<file path="src/rtl/ir_tx_pkg.sv">
package ir_tx_pkg;
  localparam int WORD_W = 32;
  localparam int TIME_W = 28;
  localparam logic [1:0] MODE_COMP = 2'd3;

  typedef struct packed {
    logic              mark;
    logic              last;
    logic [1:0]        mode;
    logic [TIME_W-1:0] dur;
  } tx_word_t;

  typedef enum logic [1:0] {ST_IDLE, ST_ARM, ST_RUN} seq_st_e;
endpackage

</file>
<file path="src/rtl/ir_div_cnt.sv">
module ir_div_cnt #(
  parameter int W = 12
) (
  input  logic         clk_i,
  input  logic         rst_ni,
  input  logic         clr_i,
  input  logic         en_i,
  input  logic [W-1:0] lim_i,
  output logic [W-1:0] cnt_o,
  output logic         tick_o
);
  logic [W-1:0] cnt_q;

  assign tick_o = en_i && (cnt_q >= lim_i);
  assign cnt_o  = cnt_q;

  always_ff @(posedge clk_i or negedge rst_ni) begin
    if (!rst_ni)     cnt_q <= '0;
    else if (clr_i)  cnt_q <= '0;
    else if (en_i)   cnt_q <= tick_o ? '0 : cnt_q + 1'b1;
  end

  // counter advances by one per enabled clock until wrap
  a_r1_step: assert property (@(posedge clk_i) disable iff (!rst_ni)
    (en_i && !clr_i && !tick_o) |=> (cnt_o == $past(cnt_o) + 1'b1));
  // phase restart on clear
  a_r1_clear: assert property (@(posedge clk_i) disable iff (!rst_ni)
    clr_i |=> (cnt_o == '0));
endmodule

</file>
<file path="src/rtl/ir_sym_seq.sv">
module ir_sym_seq
  import ir_tx_pkg::*;
#(
  parameter int TW = TIME_W
) (
  input  logic     clk_i,
  input  logic     rst_ni,
  input  logic     start_i,
  input  tx_word_t word_i,
  input  logic     word_valid_i,
  input  logic     carr_tick_i,
  input  logic     comp_tick_i,
  output logic     word_ready_o,
  output logic     load_o,
  output logic     run_o,
  output logic     mark_o,
  output logic     busy_o,
  output logic     underrun_o
);
  localparam logic [TW-1:0] ONE = 1;

  seq_st_e       st_q, st_d;
  logic          start_q, start_rise;
  logic          mark_q, last_q, comp_q;
  logic [TW-1:0] rem_q;
  logic          unit_tick, sym_done, starve, under_q;

  assign start_rise   = start_i && !start_q;
  assign unit_tick    = comp_q ? comp_tick_i : carr_tick_i;
  assign sym_done     = (st_q == ST_RUN) && unit_tick && (rem_q == '0);
  assign word_ready_o = (st_q == ST_ARM) || (sym_done && !last_q);
  assign load_o       = word_ready_o && word_valid_i;
  assign starve       = word_ready_o && !word_valid_i;
  assign run_o        = (st_q == ST_RUN);
  assign mark_o       = mark_q;
  assign busy_o       = (st_q != ST_IDLE);
  assign underrun_o   = under_q;

  always_comb begin
    st_d = st_q;
    unique case (st_q)
      ST_IDLE: if (start_rise) st_d = ST_ARM;
      ST_ARM, ST_RUN: begin
        if (load_o)                 st_d = ST_RUN;
        else if (starve)            st_d = ST_IDLE;
        else if (sym_done && last_q) st_d = ST_IDLE;
      end
      default: st_d = ST_IDLE;
    endcase
  end

  always_ff @(posedge clk_i or negedge rst_ni) begin
    if (!rst_ni) begin
      st_q    <= ST_IDLE;
      start_q <= 1'b0;
      mark_q  <= 1'b0;
      last_q  <= 1'b0;
      comp_q  <= 1'b0;
      rem_q   <= '0;
      under_q <= 1'b0;
    end else begin
      st_q    <= st_d;
      start_q <= start_i;
      if (load_o) begin
        mark_q <= word_i.mark;
        last_q <= word_i.last;
        // compensation timing only for spaces
        comp_q <= !word_i.mark && (word_i.mode == MODE_COMP);
        rem_q  <= word_i.dur;
      end else if (run_o && unit_tick && rem_q != '0) begin
        rem_q <= rem_q - ONE;
      end
      if (st_q == ST_IDLE && start_rise) under_q <= 1'b0;
      else if (starve)                   under_q <= 1'b1;
    end
  end

  a_r3_load_dur: assert property (@(posedge clk_i) disable iff (!rst_ni)
    load_o |=> (rem_q == $past(word_i.dur)));
  a_r6_end_stops: assert property (@(posedge clk_i) disable iff (!rst_ni)
    (sym_done && last_q) |=> (!busy_o && !word_ready_o));
  a_r8_start_busy: assert property (@(posedge clk_i) disable iff (!rst_ni)
    (!busy_o && start_rise) |=> busy_o);
  a_r9_underrun_idle: assert property (@(posedge clk_i) disable iff (!rst_ni)
    $rose(underrun_o) |-> !busy_o);
  a_r11_ready_busy: assert property (@(posedge clk_i) disable iff (!rst_ni)
    word_ready_o |-> busy_o);
endmodule

</file>
<file path="src/rtl/ir_sym_tx.sv">
module ir_sym_tx
  import ir_tx_pkg::*;
#(
  parameter int DIV_W = 12
) (
  input  logic              clk_i,
  input  logic              rst_ni,
  input  logic              start_i,
  input  logic [DIV_W-1:0]  div_i,
  input  logic [DIV_W-1:0]  duty_i,
  input  logic [DIV_W-1:0]  comp_div_i,
  input  logic              out_inv_i,
  input  logic              idle_lvl_i,
  input  logic [WORD_W-1:0] word_i,
  input  logic              word_valid_i,
  output logic              word_ready_o,
  output logic              ir_o,
  output logic              busy_o,
  output logic              underrun_o
);
  localparam int N_DIV = 2;  // 0: carrier, 1: compensation

  tx_word_t         word;
  logic             load, run, mark, carr_hi;
  logic [DIV_W-1:0] lim   [N_DIV];
  logic [DIV_W-1:0] cnt   [N_DIV];
  logic [N_DIV-1:0] tick;

  assign word   = tx_word_t'(word_i);
  assign lim[0] = div_i;
  assign lim[1] = comp_div_i;

  for (genvar g = 0; g < N_DIV; g++) begin : g_div
    ir_div_cnt #(.W(DIV_W)) u_div (
      .clk_i (clk_i),
      .rst_ni(rst_ni),
      .clr_i (load),
      .en_i  (run),
      .lim_i (lim[g]),
      .cnt_o (cnt[g]),
      .tick_o(tick[g])
    );
  end

  ir_sym_seq #(.TW(TIME_W)) u_seq (
    .clk_i       (clk_i),
    .rst_ni      (rst_ni),
    .start_i     (start_i),
    .word_i      (word),
    .word_valid_i(word_valid_i),
    .carr_tick_i (tick[0]),
    .comp_tick_i (tick[1]),
    .word_ready_o(word_ready_o),
    .load_o      (load),
    .run_o       (run),
    .mark_o      (mark),
    .busy_o      (busy_o),
    .underrun_o  (underrun_o)
  );

  assign carr_hi = (cnt[0] < duty_i) || (duty_i >= div_i);
  assign ir_o    = run ? ((mark && carr_hi) ^ out_inv_i) : idle_lvl_i;

  a_r7_idle_level: assert property (@(posedge clk_i) disable iff (!rst_ni)
    !busy_o |-> (ir_o == idle_lvl_i));
  a_r2_full_duty: assert property (@(posedge clk_i) disable iff (!rst_ni)
    (run && mark && duty_i >= div_i) |-> (ir_o == !out_inv_i));
  a_r4_space_quiet: assert property (@(posedge clk_i) disable iff (!rst_ni)
    (run && !mark) |-> (ir_o == out_inv_i));
endmodule

</file>
<file path="config.mk">
export PLATFORM = sky130hd
export DESIGN_NAME = ir_sym_tx
export DESIGN_NICKNAME = d
export VERILOG_FILES = /design/src/rtl/ir_tx_pkg.sv /design/src/rtl/ir_div_cnt.sv /design/src/rtl/ir_sym_seq.sv /design/src/rtl/ir_sym_tx.sv
export SDC_FILE = /design/constraint.sdc
export NUM_CORES = 1
export LEC_CHECK = 0
export ABC_AREA = 1
export BUFFER_PORTS_ARGS = -buffer_cell sky130_fd_sc_hd__buf_4
export CAP_MARGIN = 25
export CORE_MARGIN = 2
export CORE_UTILIZATION = 40
export DETAILED_ROUTE_END_ITERATION = 10
export PLACE_DENSITY = 0.6
export SLEW_MARGIN = 40
export SYNTH_ARGS = -nofsm -noshare
export SYNTH_HDL_FRONTEND = slang
export SYNTH_SLANG_ARGS = --single-unit
</file>
<file path="constraint.sdc">
create_clock -name clk_i -period 7.6 [get_ports clk_i]
set_clock_uncertainty 0.15 [all_clocks]
set_input_delay 1.9 -clock clk_i [delete_from_list [all_inputs] [get_ports clk_i]]
set_output_delay 1.9 -clock clk_i [all_outputs]
set_load 0.1 [all_outputs]
</file>
==> results of run 1 <==
==> cell families after synthesis <==
group / synth area share (%)
and+or+nand+nor: 36.4
xor gates and xnor gates: 5.78
AOI/OAI and AO/OA: 5.54
buffers and inverters: 10.5
DFF: 28.7
adders and majority gates: 13.1
==> synthesized netlist by cell type (all sizes together) <==
cell type  number
a21o            1
o21bai          1
a22oi           3
o211ai          2
ha             54
and3            1
nand4          10
dfrtp          59
buf            16
nand3b         20
nand2         201
o22ai           1
nand3          77
nor2           79
o21ai          11
clkbuf          3
a21boi          1
o31ai           1
xor2           28
a211oi          1
or2             1
inv           105
nor3           14
a21oi          26
and2            1
xnor2           6
nor4            2
==> worst paths after layout <==
kind                                     start                      end  slack (ns)
worst min register to register   u_seq.start_q         u_seq.underrun_o        0.37
worst min-delay path             u_seq.start_q         u_seq.underrun_o        0.37
min in group asynchronous               rst_ni  g_div[1].u_div.cnt_o[2]        1.40
worst max-delay path                 div_i[11]             word_ready_o        1.66
max in group asynchronous               rst_ni          u_seq.rem_q[25]        5.49
worst max register to register  u_seq.rem_q[0]  g_div[1].u_div.cnt_o[6]        4.38
==> worst reg2reg max path: stages (launching register included) <==
cell and delay, ns:
dfrtp_1 0.37, inv_1 0.10, ha_1 0.28, nand2_2 0.12, nor2_4 0.14, nand3_2 0.11
nor2_2 0.12, nand2_2 0.08, nor2_4 0.17, nand4_4 0.15, nand2_4 0.34, nand2_4 0.47
nand2_1 0.42, nor2_1 0.09
==> layout make-up <==
type	instances	area (um2)
clock buffers	11	243
clock inverters	5	52.6
fillers	1267	6510
inverters	105	394
multi-input cells	542	3140
flip-flops and latches	59	1480
well taps	172	215
repair buffers	78	589
==> state kept, by name, summed over array words and instances (netlist names) <==
signal,flops
u_seq.rem_q,28
g_div.u_div.cnt_o,24
u_seq.st_q,2
u_seq.comp_q,1
u_seq.last_q,1
u_seq.mark_o,1
u_seq.start_q,1
u_seq.underrun_o,1
==> metrics by stage <==
step	power (mW)	area [um2]	util [%]	std cells
finish	1.57	6110	48.4	972
global route	1.70	6110	48.4	972
CTS	1.59	6100	48.3	972
detailed placement	1.18	5800	46.0	956
global placement	1.16	5800	46.0	956
floorplan	1.05	5150	-	725
==> layer usage <==
| layer | vias up | share of wire (%) |
|---|---|---|
| met2 | 57 | 49 |
| li1 | 2451 | - |
| met5 | - | 0 |
| met1 | 2121 | 47 |
| met3 | 9 | 2.9 |
| met4 | 0 | 0.89 |
==> power breakdown <==
group / switching, mW / internal (mW)
Sequential: 0.0898 / 0.414
Combinational: 0.442 / 0.222
Clock: 0.144 / 0.261
==> reports/qor.yml, run 1 <==
critical_path:
  required_ns: 5.55
  r2r_cells: 13
  cp_common_cell: "nand2_1"
  crit_chain: "buf_4 -> inv_1 -> ha_1 -> nand2_1 -> nor2_1 -> and2_1 -> nand2_1 -> nand3_1 -> nand2_1 -> nand2_2 -> nand4_4 -> nand2_4 -> buf_4"
  cpPeakStageDelay_ns: 0.37
  cp_top_family: "simple AND/OR/NAND/NOR gates"
  path_max_fanout: 30
  cp_slowest_cell: "buf_4"
  worstSetupPathType: "input pin to output port"
  cp.arrival_ns: 3.89
  worst-path-stages: 13
  end_kind: "output port"
  cp_num_buf_inv: 3
  worstSetupStartpointType: "input pin"
global_routing:
  antenna_found_initial: 0
  grt_use_met1_pct: 22.0
  grt-busiest-layer: "met2"
  gr-total-overflow: 0
  use_met3_pct: 2.96
  grt_pass1_wl_um: 20300
  grt_pass1_vias: 4534
  grt_usage_pct: 17.6
  grtUsageMet2_pct: 31.1
  grt_max_degree: 62
timing:
  rsz0062_at_grt: "no"
  period_needed_ns: 5.94
  holdWs_ns: 0.366
  finalCritPeriodShare_pct: 78.1
  hold_viol: 0
  fmax_mhz: 168
  slew_headroom_pct: 48.1
  tns_ns: 0
  finalMaxSlewViolations: 0
  setup_viol: 0
  tightest_slew_ns: 0.778
  timing.final.ws_setup_ns: 1.66
die:
  initial_core_util_pct: 40.8
  chipWidth_um: 117
  fp.dieH_um: 117
  num_rows: 41
  core_um2: 12600
  dieArea_um2: 13800
  ios: 78
cells_and_area:
  area_growth_pct: 18.6
  layout-drive-gt1-share_pct: 15.1
  nets: 923
  num_antenna_cells: 0
  layout_common_cells: "nand2_1, inv_1, buf_4, nor2_1, nand3_1"
  final_common_cell: "nand2_1"
synth:
  synth.largest_area_cell: "dfrtp_1"
  ys_warn_count: 0
  synth.distinct_cells: 42
  synth_seq_cells: 59
  synthCells: 725
  synth.net_count: 853
  syn-cell-area_um2: 5150
  ys_top_cells_by_area: "dfrtp_1, nand2_1, ha_1"
  avgSynthCellArea_um2: 7.11
  yosys.area.top_type_share_pct: 28.7
  synth.yosys.seq_area_share_pct: 28.7
clock_tree:
  htree_levels: 3
  clkLatencyLatePin_ns: 0.33
  cts_buffers: 9
  cts_setup_buffers: 0
  clk_pin_slew_ns: 0.05
  cts.sinks: 59
  ctsHoldBuffers: 0
  clockBufferDepth: 2
  cts_resized: 0
  clock-root-buffer: "clkbuf_16"
  cts_tree: "built"
place:
  post-place-ws_ns: 1.65
  port_buffers: 77
  gp_congestion: 0.864
  dp.final_hpwl_um: 8850
drt:
  viasPerCell: 4.77
  drc: 0
  drtIter0Drc: 205
  dr.pass1.iters: 4
  ant_nets: 0
  wl_um: 11700
  vias: 4638
  wl_per_cell_um: 12.1
worst_hold_path:
  hold_class: "flip-flop to flip-flop"
  min_path_cells: 2
run_status:
  outcome: "finished clean"
power_and_ir_drop:
  p_leak_nw: 3.23
  ir_drop_mv: 0.139
  powerDensity_nw_per_um2: 258
job:
  drv_cap: 0
No activity file was read; power rests on OpenSTA's default activity.
==> run 2, diff against run 1 <==
==> constraint.sdc (replaced) <==
create_clock -name clk_i -period 5.6 [get_ports clk_i]
set_clock_uncertainty 0.15 [all_clocks]
set_input_delay 1.4 -clock clk_i [delete_from_list [all_inputs] [get_ports clk_i]]
set_output_delay 1.4 -clock clk_i [all_outputs]
set_load 0.1 [all_outputs]
==> reports/qor.yml, run 2 (synthesis gave the netlist of run 1 again) <==
run_status:
  outcome: "finished clean"
timing:
  hold_viol: 0  # unchanged
  finalCritPeriodShare_pct: 82.3
  setup_viol: 0  # unchanged
  tns_ns: 0  # unchanged
  slew_headroom_pct: 58.5  # +10 points
  fmax_mhz: 217
  rsz0062_at_grt: "no"
  timing.final.ws_setup_ns: 0.989  # -0.676 ns
  period_needed_ns: 4.61
  finalMaxSlewViolations: 0  # unchanged
  tightest_slew_ns: 0.622  # -0.155 ns
drt:
  wl_per_cell_um: 12.4  # +2.7%
  drtIter0Drc: 177  # -14%
  wl_met1_um: 5510  # -0.36%
  drc: 0  # unchanged
  wl_met3_um: 391  # +17%
  met2_length_um: 6070  # +5.2%
  ant_nets: 0  # unchanged
  dr.pass1.iters: 4  # unchanged
  vias: 4711  # +1.6%
  top_layer: "met4"
  viasPerCell: 4.84  # +1.5%
  wl_um: 12100  # +2.8%
place:
  dp.final_hpwl_um: 9190  # +3.9%
  port_buffers: 77  # unchanged
  post-place-ws_ns: 0.988  # -0.661 ns
  gp_congestion: 0.878  # +1.6%
clock_tree:
  cts_resized: 0  # unchanged
  cts_tree: "built"
  htree_levels: 3  # unchanged
  clockBufferDepth: 2  # unchanged
  cts_setup_buffers: 0  # unchanged
  clk_pin_slew_ns: 0.05  # about the same
  ctsHoldBuffers: 0  # unchanged
  cts.sinks: 59  # unchanged
  clkLatencyLatePin_ns: 0.32  # about the same
  cts_buffers: 9  # unchanged
  clock-root-buffer: "clkbuf_16"
critical_path:
  cp_slowest_cell: "ha_1"
  cpPeakStageDelay_ns: 0.29  # -0.08 ns
  crit_chain: "buf_4 -> inv_1 -> ha_1 -> nand2_1 -> nor2_1 -> and2_1 -> nand2_1 -> nand3_1 -> nand2_1 -> nand2_2 -> nand4_4 -> nand2_4 -> buf_4"
  worstSetupStartpointType: "input pin"
  cp_common_cell: "nand2_1"
  end_kind: "output port"
  worstSetupPathType: "input pin to output port"
  cp-startpoint: "div_i[11]"
  path_max_fanout: 4  # -87%
  r2r_start: "u_seq.rem_q[0]"
  cp.arrival_ns: 3.06  # -0.83 ns
  required_ns: 4.05  # -1.50 ns
  endpoint: "word_ready_o"
  r2r_cells: 14  # +1
  r2r_end: "g_div[1].u_div.cnt_o[9]"
  ff2ff_setup_slack_ns: 2.23  # -2.15 ns
cells_and_area:
  seqCellArea_um2: 1480  # unchanged
  final_common_cell: "nand2_1"
  multiInputGateArea_um2: 3140  # unchanged
  layout-drive-gt1-share_pct: 15.1  # -0.019 points
  regMostFlops: "u_seq.rem_q"
  num_antenna_cells: 0  # unchanged
  largest_reg_flops: 28  # unchanged
  area_growth_pct: 18.2
  nets: 925  # +0.22%
  fill_cells: 1311  # +3.5%
  layout_common_cells: "nand2_1, inv_1, buf_4, nor2_1, nand3_1"
die:
  dieArea_um2: 13800  # unchanged
  initial_core_util_pct: 40.8  # unchanged
  chipWidth_um: 117  # unchanged
  ios: 78  # unchanged
  core_um2: 12600  # unchanged
  num_rows: 41  # unchanged
  fp.dieH_um: 117  # unchanged
power_and_ir_drop:
  combPwrFrac_pct: 43.9  # +1.6 points
  power.share.clock_pct: 23.5  # -2.2 points
  pwr-share-seq_pct: 32.6  # +0.6 points
  swShare_pct: 44.0  # +0.97 points
  p_switching_uw: 923  # +36%
  p_int_mw: 1.18  # +31%
  ir_drop_mv: 0.175  # +26%
  powerDensity_nw_per_um2: 345  # +34%
  p_leak_nw: 3.22  # -0.12%
global_routing:
  gr-total-overflow: 0  # unchanged
  grt_pass1_wl_um: 21400  # +5.7%
  grt_usage_pct: 18.4  # +0.81 points
  grt_pass1_vias: 4775  # +5.3%
  grt_max_degree: 62  # unchanged
  antenna_found_initial: 0  # unchanged
worst_hold_path:
  hold_class: "flip-flop to flip-flop"
job:
  drv_cap: 0  # unchanged
## run 2: cell count changes in the layout (fill, tap and decap cells not counted), sizes merged
cell	delta
clkbuf	+1
clkinvlp	-1
bufinv	-1
buf	+2
## run 2: layout make-up
class	instances	share of cell area (%)
Multi-Input combinational cell	542	51.5
Inverter	105	6.47
Clock inverter	3	0.247
Sequential cell	59	24.2
Tap cell	172	3.53
Timing Repair Buffer	80	9.93
Clock buffer	12	4.05
## run 2: power by group through the flow
stage          combinational, mW  clock (mW)  sequential, mW
6_report                   0.921       0.494           0.683
5_1_grt                     1.06       0.526           0.707
4_1_cts                    0.932       0.506           0.684
3_5_place_dp               0.927           0           0.690
3_3_place_gp               0.900           0           0.684
2_1_floorplan              0.740           0           0.685
## run 2: stage by stage
step | cells | area [um2] | util, % | power [mW] | hold WS, ns
3_5_place_dp | 958 | 5820 | 46.1 | 1.62 | 0.354
6_report | 973 | 6090 | 48.2 | 2.10 | 0.360
3_3_place_gp | 958 | 5820 | 46.1 | 1.58 | 0.340
4_1_cts | 973 | 6080 | 48.2 | 2.12 | 0.370
5_1_grt | 973 | 6090 | 48.2 | 2.29 | 0.390
2_1_floorplan | 725 | 5150 | - | 1.43 | 0.326
## run 2: routing by layer
layer  vias to the layer above  GRT usage (%)
met1                      2167           22.9
met3                         8           3.05
li1                       2465              -
met5                         -              0
met2                        71           33.4
met4                         0           3.84
## run 2: how the worst min path moves through the flow
stage | start | endpoint | slack, ns | cells after the start
after detailed placement | u_seq.rem_q[10] | u_seq.rem_q[10] | 0.35 | 2
after global routing | u_seq.rem_q[10] | u_seq.rem_q[10] | 0.39 | 2
after global placement | u_seq.rem_q[10] | u_seq.rem_q[10] | 0.34 | 2
after floorplan | u_seq.rem_q[10] | u_seq.rem_q[10] | 0.33 | 2
after CTS | u_seq.rem_q[10] | u_seq.rem_q[10] | 0.37 | 2
final | u_seq.underrun_o | u_seq.underrun_o | 0.36 | 2
## run 2: critical path: cells and delay by family
family	cells	cell delay, ns
simple gates	9	0.97
buf+inv	3	0.40
fa+ha+maj	1	0.29
==> run 3, diff against run 2 <==
--- a/config.mk
+++ b/config.mk
@@ -5,13 +5,13 @@
 export SDC_FILE = /design/constraint.sdc
 export NUM_CORES = 1
 export LEC_CHECK = 0
-export ABC_AREA = 1
+export ABC_AREA = 0
 export BUFFER_PORTS_ARGS = -buffer_cell sky130_fd_sc_hd__buf_4
 export CAP_MARGIN = 25
 export CORE_MARGIN = 2
 export CORE_UTILIZATION = 40
 export DETAILED_ROUTE_END_ITERATION = 10
-export PLACE_DENSITY = 0.6
+export PLACE_DENSITY = 0.64
 export SLEW_MARGIN = 40
 export SYNTH_ARGS = -nofsm -noshare
 export SYNTH_HDL_FRONTEND = slang
==> constraint.sdc (replaced) <==
create_clock -name clk_i -period 3.94 [get_ports clk_i]
set_clock_uncertainty 0.15 [all_clocks]
set_input_delay 0.985 -clock clk_i [delete_from_list [all_inputs] [get_ports clk_i]]
set_output_delay 0.985 -clock clk_i [all_outputs]
set_load 0.1 [all_outputs]
==> reports/qor.yml, run 3 <==
cells_and_area:
  fill_cells: 978  # -25%
  seqCellArea_um2: 1480  # unchanged
  multiInputGateArea_um2: 2920  # -7.1%
  area_growth_pct: 32.8
  nets: 721  # -22%
  regMostFlops: "u_seq.rem_q"
  final_common_cell: "buf_4"
  largest_reg_flops: 28  # unchanged
  layout-drive-gt1-share_pct: 27.8  # +13 points
  layout_common_cells: "buf_4, nor2_1, dfrtp_1, ha_1, xor2_1"
  num_antenna_cells: 0  # unchanged
critical_path:
  cp_slowest_cell: "a2111oi_4"
  crit_chain: "buf_6 -> inv_8 -> ha_4 -> a21o_1 -> a21o_1 -> a2111oi_4 -> o21ai_1 -> a41o_1 -> a211oi_2 -> nand3b_1 -> buf_12"
  required_ns: 2.80  # -1.25 ns
  cpPeakStageDelay_ns: 0.30  # about the same
  cp_top_family: "compound AO/OA/AOI/OAI gates"
  cp_common_cell: "a21o_1"
  worstSetupPathType: "input pin to output port"
  end_kind: "output port"
  path_max_fanout: 2  # -2
  worstSetupStartpointType: "input pin"
  cp_num_buf_inv: 3  # unchanged
  cp.arrival_ns: 2.93  # -0.13 ns
power_and_ir_drop:
  powerDensity_nw_per_um2: 461  # +34%
  p_leak_nw: 2.72  # -16%
  ir_drop_mv: 0.511  # +190%
clock_tree:
  clkLatencyLatePin_ns: 0.34  # +0.02 ns
  htree_levels: 3  # unchanged
  cts.sinks: 59  # unchanged
  cts_buffers: 9  # unchanged
  clockBufferDepth: 2  # unchanged
  clock-root-buffer: "clkbuf_8"
  clk_pin_slew_ns: 0.06  # about the same
  cts_tree: "built"
global_routing:
  grt_max_degree: 60  # -3.2%
  grt_pass1_wl_um: 17200  # -20%
  gr-total-overflow: 0  # unchanged
  grt_usage_pct: 18.7  # +0.36 points
  grt_use_met1_pct: 25.0  # +2.1 points
  antenna_found_initial: 0  # unchanged
  grt_pass1_vias: 3749  # -21%
  grtUsageMet2_pct: 30.9  # -2.5 points
  grt-busiest-layer: "met2"
  use_met3_pct: 3.13  # +0.082 points
synth:
  synthTopCellsByCount: "nor2_1, dfrtp_1, ha_1"
  yosysMostFrequentCell: "nor2_1"
  synth_seq_cells: 59  # unchanged
  yosys.area.top_type_share_pct: 34.0  # +5.3 points
  ys_top_cells_by_area: "dfrtp_1, ha_1, xor2_1"
  synth.net_count: 625  # -27%
  ys_warn_count: 0  # unchanged
  synthCells: 497  # -31%
  async_flop_share_pct: 100  # unchanged
  avgSynthCellArea_um2: 8.74  # +23%
  synth.yosys.seq_area_share_pct: 34.0  # +5.3 points
  yosys_most_used_dff: "dfrtp_1"
  synth.largest_area_cell: "dfrtp_1"
  synth-edff-count: 0  # unchanged
  synth.distinct_cells: 47  # +12%
  syn-cell-area_um2: 4340  # -16%
run_status:
  violations: "setup timing"
  outcome: "finished, violations left"
place:
  gp_congestion: 0.778  # -11%
  port_buffers: 77  # unchanged
  dp.final_hpwl_um: 7730  # -16%
  post-place-ws_ns: -0.254  # -1.24 ns
timing:
  fmax_mhz: 246
  timing.final.ws_setup_ns: -0.121  # -1.11 ns
  setup_viol: 1  # +1
  rsz0062_at_grt: "yes"
  holdWs_ns: 0.369  # +0.00930 ns
  finalMaxSlewViolations: 0  # unchanged
  slew_headroom_pct: 46.4  # -12 points
  hold_viol: 0  # unchanged
  finalCritPeriodShare_pct: 103
  tightest_slew_ns: 0.801  # +0.179 ns
  period_needed_ns: 4.06
drt:
  wl_per_cell_um: 14.2  # +14%
  dr.pass1.iters: 4  # unchanged
  vias: 3804  # -19%
  viasPerCell: 5.16  # +6.6%
  drc: 0  # unchanged
  drtIter0Drc: 203  # +15%
  wl_um: 10400  # -13%
  ant_nets: 0  # unchanged
die:
  fp.dieH_um: 108  # -7.9%
  core_um2: 10700  # -15%
  chipWidth_um: 108  # -7.9%
  initial_core_util_pct: 40.6  # -0.21 points
  num_rows: 38  # -7.3%
  ios: 78  # unchanged
  dieArea_um2: 11700  # -15%
job:
  drv_cap: 0  # unchanged
worst_hold_path:
  hold_class: "flip-flop to flip-flop"
==> run 3: cell count changes after synthesis, sizes merged, moves of 6 or more <==
cell    before  now
a21oi       26   41
nand4       10   18
inv        105   45
nand2b       0    6
nand3b      20    3
nand3       77   14
nand2      201   33
nor4         2    9
xor2        28   41
nor2        79   65
a21o         1    8
buf         16    8
and3         1    8
==> run 3: logic make-up after synthesis <==
logic type	after synthesis	share of synthesized area (%)
muxes	4	1.04
DFF	59	34.0
AOI/OAI and AO/OA	85	12.4
and+or+nand+nor	191	22.3
buffers and inverters	60	5.93
adders and majority gates	54	15.6
xor gates and xnor gates	44	8.87
==> run 3: per-layer routing <==
layer | up-vias | part of all wire, %
met5 | - | 0
met4 | 0 | 1.6
met3 | 14 | 3.6
met2 | 75 | 48
met1 | 1776 | 47
li1 | 1939 | -
==> run 3: worst reg2reg max path: stages, from the launching register on <==
cell and delay, ns:
dfrtp_1 0.45, ha_4 0.30, and4_4 0.23, nor4b_4 0.23, buf_4 0.16, a21boi_2 0.05, a22oi_2 0.28, buf_4 0.35
nand2_1 0.20, or4_1 0.44, a31oi_1 0.17
==> run 3: power breakdown <==
part           internal (mW)  switching [mW]
Clock                  0.274           0.235
Combinational          0.474           0.675
Sequential             0.799           0.200
Total                   1.55            1.11
==> run 3: path summary, 6_finish.rpt <==
path                                          from                       to  slack, ns  depth (start not counted)
max                                      duty_i[5]                     ir_o      -0.12                         11
min                                   u_seq.comp_q             u_seq.comp_q       0.37                          2
max reg2reg                g_div[1].u_div.cnt_o[9]           u_seq.rem_q[8]       0.85                         10
min reg2reg                           u_seq.comp_q             u_seq.comp_q       0.37                          2
max in group asynchronous                   rst_ni          u_seq.rem_q[23]       2.81                          1
min in group asynchronous                   rst_ni  g_div[1].u_div.cnt_o[7]       0.46                          1
==> run 3: through the flow <==
step / setup TNS, ns / cell area [um2] / power (mW) / instances / util [%]
final: -0.121 / 5770 / 2.66 / 737 / 53.9
after global routing: -0.192 / 5770 / 2.85 / 737 / 53.9
after CTS: -0.0934 / 5610 / 2.66 / 737 / 52.4
after detailed placement: -0.471 / 5280 / 2.10 / 721 / 49.4
after global placement: -0.424 / 5280 / 2.06 / 721 / 49.4
after floorplan: -0.232 / 4430 / 1.78 / 497 / -
==> run 3: cell type report <==
cell class                      count  area share, %
Multi-Input combinational cell    378           50.5
Sequential cell                    59           25.6
Timing Repair Buffer              100           14.4
Inverter                           45           3.34
Tap cell                          140           3.04
Clock buffer                       13           2.93
Clock inverter                      2          0.173
==> run 3: what timing repair did <==
item                       CTS  global route
pin swaps                   12            15
buffers inserted             1             0
hold buffers                 0             0
setup endpoints to repair    2             2
gates resized for setup     30            30
